$ cat config.mk
export PLATFORM = sky130hd
export DESIGN_NAME = sup_reset_gen
export DESIGN_NICKNAME = d
export VERILOG_FILES = /design/src/rtl/srg_pkg.sv /design/src/rtl/srg_sync.sv /design/src/rtl/srg_filter.sv /design/src/rtl/srg_watchdog.sv /design/src/rtl/srg_stretch.sv /design/src/rtl/sup_reset_gen.sv
export SDC_FILE = /design/constraint.sdc
export NUM_CORES = 1
export LEC_CHECK = 0
export BUFFER_PORTS_ARGS = -buffer_cell sky130_fd_sc_hd__buf_2
export CAP_MARGIN = 0
export CORE_MARGIN = 10
export CORE_UTILIZATION = 55
export DETAILED_ROUTE_END_ITERATION = 6
export PLACE_DENSITY = 0.71
export SYNTH_ARGS = -nofsm -noshare
export SYNTH_HDL_FRONTEND = slang
export SYNTH_SLANG_ARGS = --single-unit
$ cat constraint.sdc
create_clock -name clk -period 2.9 [get_ports clk]
set_input_delay 0.435 -clock clk [delete_from_list [all_inputs] [get_ports clk]]
set_output_delay 0.435 -clock clk [all_outputs]
set_load 0.02 [all_outputs]
$ cat src/rtl/srg_pkg.sv
package srg_pkg;
  typedef struct packed {
    logic manual;
    logic supply;
    logic dog;
  } srg_cause_t;

  function automatic int cnt_width(input int limit);
    return (limit < 2) ? 1 : $clog2(limit + 1);
  endfunction
endpackage

$ cat src/rtl/srg_sync.sv
module srg_sync #(
  parameter int   STAGES  = 2,
  parameter logic RST_VAL = 1'b0
) (
  input  logic clk,
  input  logic por_n,
  input  logic d,
  output logic q
);
  logic [STAGES-1:0] chain;

  generate
    if (STAGES == 1) begin : g_single
      always_ff @(posedge clk or negedge por_n) begin
        if (!por_n) chain <= RST_VAL;
        else        chain <= d;
      end
    end else begin : g_multi
      always_ff @(posedge clk or negedge por_n) begin
        if (!por_n) chain <= {STAGES{RST_VAL}};
        else        chain <= {chain[STAGES-2:0], d};
      end
    end
  endgenerate

  assign q = chain[STAGES-1];
endmodule

$ cat src/rtl/srg_filter.sv
module srg_filter #(
  parameter int FLEN = 8
) (
  input  logic clk,
  input  logic por_n,
  input  logic act,
  output logic held
);
  localparam int CW = srg_pkg::cnt_width(FLEN);
  localparam logic [CW-1:0] LAST = CW'(FLEN - 1);

  logic [CW-1:0] run;
  logic          held_q;

  always_ff @(posedge clk or negedge por_n) begin
    if (!por_n) begin
      run    <= '0;
      held_q <= 1'b0;
    end else if (!act) begin
      run    <= '0;
      held_q <= 1'b0;
    end else if (run == LAST) begin
      held_q <= 1'b1;
    end else begin
      run <= run + CW'(1);
    end
  end

  assign held = held_q;

  // output only rises after a full run of active samples
  p_filter_len_r3: assert property (@(posedge clk) disable iff (!por_n)
    $rose(held_q) |-> ($past(run) == LAST) && $past(act));

  // an inactive sample drops the filtered level next cycle
  p_filter_drop_r3: assert property (@(posedge clk) disable iff (!por_n)
    !act |=> !held_q);
endmodule

$ cat src/rtl/srg_watchdog.sv
module srg_watchdog #(
  parameter int WD_TO = 40
) (
  input  logic clk,
  input  logic por_n,
  input  logic strobe,
  input  logic enable,
  input  logic hold,
  output logic bite
);
  localparam int CW = srg_pkg::cnt_width(WD_TO);
  localparam logic [CW-1:0] LAST = CW'(WD_TO - 1);

  logic          prev;
  logic [CW-1:0] quiet;
  logic          bite_q;
  logic          serviced;

  assign serviced = (strobe != prev);

  always_ff @(posedge clk or negedge por_n) begin
    if (!por_n) begin
      prev   <= 1'b0;
      quiet  <= '0;
      bite_q <= 1'b0;
    end else begin
      prev <= strobe;
      if (hold || !enable || serviced) begin
        quiet  <= '0;
        bite_q <= 1'b0;
      end else if (quiet == LAST) begin
        quiet  <= '0;
        bite_q <= 1'b1;
      end else begin
        quiet  <= quiet + CW'(1);
        bite_q <= 1'b0;
      end
    end
  end

  assign bite = bite_q;

  // a bite only comes from an enabled watchdog outside reset
  p_bite_enabled_r7: assert property (@(posedge clk) disable iff (!por_n)
    bite_q |-> $past(enable) && !$past(hold));

  // a strobe edge restarts the window
  p_edge_clears_r8: assert property (@(posedge clk) disable iff (!por_n)
    serviced |=> (quiet == '0) && !bite_q);

  // window counter never leaves its range
  p_quiet_bound_r8: assert property (@(posedge clk) disable iff (!por_n)
    quiet <= LAST);
endmodule

$ cat src/rtl/srg_stretch.sv
module srg_stretch #(
  parameter int RST_TO = 20
) (
  input  logic clk,
  input  logic por_n,
  input  logic cause,
  output logic active
);
  localparam int CW = srg_pkg::cnt_width(RST_TO);
  localparam logic [CW-1:0] LAST = CW'(RST_TO - 1);

  logic          act_q;
  logic [CW-1:0] tcnt;

  always_ff @(posedge clk or negedge por_n) begin
    if (!por_n) begin
      act_q <= 1'b1;
      tcnt  <= '0;
    end else if (cause) begin
      act_q <= 1'b1;
      tcnt  <= '0;
    end else if (act_q) begin
      if (tcnt == LAST) begin
        act_q <= 1'b0;
        tcnt  <= '0;
      end else begin
        tcnt <= tcnt + CW'(1);
      end
    end
  end

  assign active = act_q;

  // any cause forces reset and restarts the count from zero
  p_cause_restart_r9: assert property (@(posedge clk) disable iff (!por_n)
    cause |=> act_q && (tcnt == '0));

  // release only after a full quiet count with no cause
  p_release_r4: assert property (@(posedge clk) disable iff (!por_n)
    $fell(act_q) |-> ($past(tcnt) == LAST) && !$past(cause));

  // count stays in range
  p_tcnt_bound_r9: assert property (@(posedge clk) disable iff (!por_n)
    tcnt <= LAST);
endmodule

$ cat src/rtl/sup_reset_gen.sv
module sup_reset_gen #(
  parameter int SYNC_STAGES = 2,
  parameter int MR_FILT     = 125,
  parameter int SV_FILT     = 6500,
  parameter int WD_TO       = 200_000_000,
  parameter int RST_TO      = 17_500_000
) (
  input  logic clk,
  input  logic por_n,
  input  logic mr_n,
  input  logic supply_low,
  input  logic wdi,
  input  logic wd_en,
  output logic rst_n,
  output logic io_block
);
  import srg_pkg::*;

  logic       mr_s, sv_s, wdi_s;
  logic       mr_held, sv_held, dog_bite;
  logic       rst_act;
  srg_cause_t causes;

  srg_sync #(.STAGES(SYNC_STAGES), .RST_VAL(1'b1)) u_sync_mr (
    .clk(clk), .por_n(por_n), .d(mr_n), .q(mr_s));
  srg_sync #(.STAGES(SYNC_STAGES), .RST_VAL(1'b0)) u_sync_sv (
    .clk(clk), .por_n(por_n), .d(supply_low), .q(sv_s));
  srg_sync #(.STAGES(SYNC_STAGES), .RST_VAL(1'b0)) u_sync_wd (
    .clk(clk), .por_n(por_n), .d(wdi), .q(wdi_s));

  srg_filter #(.FLEN(MR_FILT)) u_filt_mr (
    .clk(clk), .por_n(por_n), .act(!mr_s), .held(mr_held));
  srg_filter #(.FLEN(SV_FILT)) u_filt_sv (
    .clk(clk), .por_n(por_n), .act(sv_s), .held(sv_held));

  srg_watchdog #(.WD_TO(WD_TO)) u_dog (
    .clk(clk), .por_n(por_n), .strobe(wdi_s), .enable(wd_en),
    .hold(rst_act), .bite(dog_bite));

  assign causes.manual = mr_held;
  assign causes.supply = sv_held;
  assign causes.dog    = dog_bite;

  srg_stretch #(.RST_TO(RST_TO)) u_stretch (
    .clk(clk), .por_n(por_n), .cause(|causes), .active(rst_act));

  assign rst_n    = !rst_act;
  assign io_block = rst_act;

  // an accepted manual press holds reset low on the next cycle
  p_manual_forces_r2: assert property (@(posedge clk) disable iff (!por_n)
    mr_held |=> !rst_n);

  // an accepted supply-low level holds reset low on the next cycle
  p_supply_forces_r5: assert property (@(posedge clk) disable iff (!por_n)
    sv_held |=> !rst_n);
endmodule

======== Word level (Yosys, flattened, before mapping) ========
Cells that the tools add are included.
storage, ports and cells
  register bits after elaboration ......... 84
  bits of input ports ..................... 6
  output and inout bits ................... 2
operators by class
  add/subtract/negate cells ............... 4
  equal/unequal tests ..................... 8
  muxes and demuxes ....................... 18
  reduce and logical (&&, ||, !) cells .... 7
operator list
  operator               count
  $mux 25                3
  $mux 28                2
  $add 28x1->28 const B  1
  $eq 28x28->1 const B   1
  $mux 13                2
  $add 25x1->25 const B  1
  $eq 25x25->1 const B   1
  $mux 7                 2
  $add 13x1->13 const B  1
  $eq 13x13->1 const B   1
  $mux 1                 9
  $add 7x1->7 const B    1
  $eq 7x7->1 const B     1
  $ne 2x2->1 const B     2
  $reduce_bool 2->1      2
  $reduce_or 3->1        1
  $logic_not 1->1        2
  $logic_or 1x1->1       2
  $ne 2x1->1 const B     1
  $ne 1x1->1             1

======== Longest topological paths before layout ========
  depth in word-level cells ............... 4
  depth in mapped cells ................... 7
  mapped depth without buffers ............ 6

======== Hierarchy ========
Synthesis repeated with hierarchy kept, for this count alone.
unflattened totals
  cells, all modules ...................... 481
  area, all modules ....................... 4679.5 µm²
by module, submodules not included
  module                    times used  cells each  area an instance (µm²)
  srg_watchdog              1           179         1759.2
  srg_stretch               1           176         1609.0
  srg_filter (u_filt_sv)    1           74          730.7
  srg_filter (u_filt_mr)    1           43          414.1
  srg_sync (u_sync_sv ...)  2           2           50.0
  srg_sync (u_sync_mr)      1           2           52.6
  sup_reset_gen             1           3           13.8

======== Least setup slack after synthesis ========
No wires, ideal clock.
  kind .................................... register to register
  start ................................... reg u_stretch.tcnt[0]
  end ..................................... reg u_stretch.tcnt[9]
  arrival ................................. 1.826 ns
  required time ........................... 2.822 ns
  setup slack ............................. 0.996 ns
  cell stages (with the launch flop) ...... 7
  buffers on the path ..................... 0
  period minus slack after synthesis ...... 1.904 ns
  cell sequence ........................... dfrtp_1 -> ha_1 -> and4_1 -> nand3_1 -> o21ai_0 -> or4_2 -> a21oi_1
on the way
  cells in the longest elaborated chain, start to end .. 4
  elaborated cells between the ends (all ways) .. 5
RTL lines
  what                                           line                                  RTL
  start: declaration                             srg_stretch.sv:13                     logic [CW-1:0] tcnt;
  start signal: assignment                       srg_stretch.sv:27                     tcnt <= tcnt + CW'(1);
  $add 25x1->25 or $eq 25x25->1 (tied branches)  srg_stretch.sv:27, srg_stretch.sv:23
  $mux 25 *                                      srg_stretch.sv:23                     if (tcnt == LAST) begin
  $mux 25 *                                      srg_stretch.sv:22                     end else if (act_q) begin
  $mux 25 *                                      srg_stretch.sv:19                     end else if (cause) begin
Every way passes the cells marked *; elsewhere a longest branch is shown, timed or not. The select of a mux whose other input is x is not followed.
A chain may end at the register's enable or synchronous reset.

======== Worst setup path in the final report ========
  start ................................... reg u_stretch.tcnt[18]
  end ..................................... reg u_stretch.tcnt[1]
on the way
  cells in the longest elaborated chain, start to end .. 4
RTL lines
  what          line
  $eq 25x25->1  srg_stretch.sv:23
  $mux 25       srg_stretch.sv:23
  $mux 25       srg_stretch.sv:22
  $mux 25       srg_stretch.sv:19
No other way between the ends. The select of a mux whose other input is x is not followed.

==> metrics <==
Ports 8; max_slew headroom 0.572; remaining antenna violation count after routing 0; setup_tns 0 ns; core footprint 7730 sq um; Crit-path slowest cell nor4bb_1; crit-path leading delay family simple AND/OR/NAND/NOR gates; Worst Tran Pin Value 0.633 ns; Max Fclk 458 MHz; synthesized instance count 455; Post-Synth Simple-Gate Area 0.300; Final Util 0.616; ys async rst share 1.00; DR WL/cell 15.9 um; H-tree Lvls 3; fraction of the mapped netlist area in compound gates 0.0864; IO Port Bufs 7; Hold Path Class in -> async; layout cells sized above 1 0.100; max incr delay on CP around 0.6 ns; Post-CTS Setup Bufs 0; flops & latches, synth 84; met1 Usage GRT 0.216; gr ovfl total 0; largest family of logic cells by synthesized area simple AND/OR/NAND/NOR gates; CTS tree done; RSZ-0062 raised after global routing no; Final nets 475; post-synth top area cell dfrtp_1; Slew Viols, Final 0; CP Launch Type flop; DRT Pass-1 Iters 5; # diodes 0; Min Clock Period, post-route ~2.2 ns; worst path cell trace nor4bb_1 > nand4_1 > o21ai_0 > buf_4 > nor2_1 > a22o_1; pwr/cell area 464 nW/um^2; aggregate global-route resource usage 0.162; cts hold-fix bufs 0; Worst Setup SP u_stretch.tcnt[18]; reg2reg start u_stretch.tcnt[18]; largest net degree at the start of global routing between 50 and 60; Yosys cell types 52; mean area per synthesized cell between 9 and 10 sq um; Post-synth EDFFs 0; total number of yosys warnings 0; Starting Density 0.566; number of global-route vias before repair 3,270; Synth Flop Type dfrtp_1; sequential-to-total area share from yosys stat 0.481; initial antenna violation count 0; Placer Congestion slightly above 0.9; max_cap viols 0; Leak about 2 nW; count of cells resized by post-cts repair 0; Peak VDD IR 0.000268 V; Setup Skew 0.00900 ns; detailed-route via count 3,386; largest cells by area after synthesis dfrtp_1 (46%), xor2_1 (5.4%), nor2_1 (4.6%); CTS Root Cell clkbuf_8; Post-synth top cells dfrtp_1 (81), nor2_1 (54), nand2_1 (42); final hold vios 0; post-synth top area share 0.463; part of the cycle the worst path needs 0.753; WS Path Type reg -> reg; number of buffers created by CTS 9; DP Wirelength 6190 um; DRC Markers 0; met3 Use GR 0.0401; first-pass GRT wire length 15,600 um; GR Layer Usage met2 0.250; CP endpoint kind flop; Synth Area in XOR/XNOR 0.0821; WP data arrival 2.43 ns; post-synthesis mux area share 0.00944; status completed; DRT iter0 DRCs 233; die width 109 um; area grow syn2layout 8.86%; Adder-Cell Fraction of Synth Area 0.0143; # setup viols final 0; CP required between 3 and 4 ns; clock sink count 84; die area 11,900 sq um; Die Y around 110 um; clk buf depth 2; crit-path max FO 8; CP bufs+invs 1; most common cell in the netlist dfrtp_1; clk slew on worst S/H paths approximately 0.090 ns; num rows 32; routed vias/inst about 5.9; syn nets 466; clock latency on the worst-skew pair 0.36 ns; final WL roughly 9000 um; Post-Syn Area 4380 sq um; global route hottest layer met2
state kept, by name, summed over array words and instances, names as in the netlist:
name and cells:
u_dog.bite 1, u_filt_sv.held 1, u_dog.prev 1, u_stretch.active 1
u_stretch.tcnt 25, u_filt_mr.run 7, u_dog.quiet 28, u_filt_mr.held 1
u_sync_mr.chain 2, u_sync_sv.chain 2, u_sync_wd.chain 2, u_filt_sv.run 13
layer usage:
layer	up-vias	part of all wire
met3	8	0.037
met4	0	0.011
met2	65	0.46
li1	1667	-
met1	1646	0.49
met5	-	0
worst paths after layout:
check	cells after the start	slack, ns	endpoint
setup / recovery	6	0.71	u_stretch.tcnt[1]
setup reg to reg	6	0.71	u_stretch.tcnt[1]
hold reg to reg	0	0.35	u_sync_sv.chain[1]
min in group clk	1	0.16	u_sync_mr.chain[0]
max in group asynchronous	2	2.27	u_stretch.tcnt[22]
hold / removal	1	0.009	u_stretch.tcnt[15]
power breakdown:
group          total (mW)  internal [mW]  switching (mW)
Clock               0.940          0.509           0.432
Combinational      0.0694         0.0233          0.0461
Sequential           1.20           1.18          0.0144
worst reg2reg max path, stage by stage, from the launching register on:
cell and delay (ns):
dfrtp_1 0.47, nor4bb_1 0.61, nand4_1 0.20, o21ai_0 0.30, buf_4 0.20, nor2_1 0.05, a22o_1 0.25
through the flow:
| stage | cell area, sq um | hold slack [ns] | power [mW] | setup slack (ns) | std cells |
|---|---|---|---|---|---|
| after floorplan | 4380 | 0.139 | 1.25 | 0.996 | 455 |
| after global placement | 4540 | 0.335 | 1.29 | 0.780 | 555 |
| after detailed placement | 4540 | 0.338 | 1.29 | 0.735 | 555 |
| after CTS | 4760 | 0.0161 | 2.24 | 0.726 | 571 |
| after global routing | 4760 | 0.0279 | 2.29 | 0.540 | 571 |
| final | 4760 | 0.00918 | 2.21 | 0.715 | 571 |
placed cells by master, fill, tap and decap left out, types with 3 or more instances in the layout:
cell,count
dfrtp_1,81
nor2_1,54
nand2_1,42
nand3_1,32
xor2_1,27
nand4_1,23
xnor2_1,14
a21oi_1,14
o21ai_0,11
nor3_1,11
and3_1,10
nor4_1,10
and2_1,10
and4_1,10
clkbuf_8,10
buf_4,9
inv_1,8
or3_1,8
buf_2,6
nor4bb_1,5
nor2b_1,5
o22a_1,5
ha_1,5
a31o_2,4
and4b_1,3
o211ai_1,3
nor4b_1,3
or4_1,3
a21boi_0,3
mux2i_1,3
o21a_1,3
or4b_1,3
dfstp_2,3
area by class of cell:
type	count	area [sq um]
fill	665	2960
clock inverter	6	87.6
sequential	84	2110
clock buffer	10	138
tap	102	128
inverter	9	33.8
multi-input combinational	344	2150
timing repair buffer	16	118
cell families after synthesis:
logic type | after synthesis
AND/OR/NAND/NOR | 238
flip-flops | 84
AO/OA/AOI/OAI | 56
XOR/XNOR | 41
buffers and inverters | 27
adder cells (fa/ha/maj) | 5
multiplexers | 4
Power figures use the tool's default switching activity.
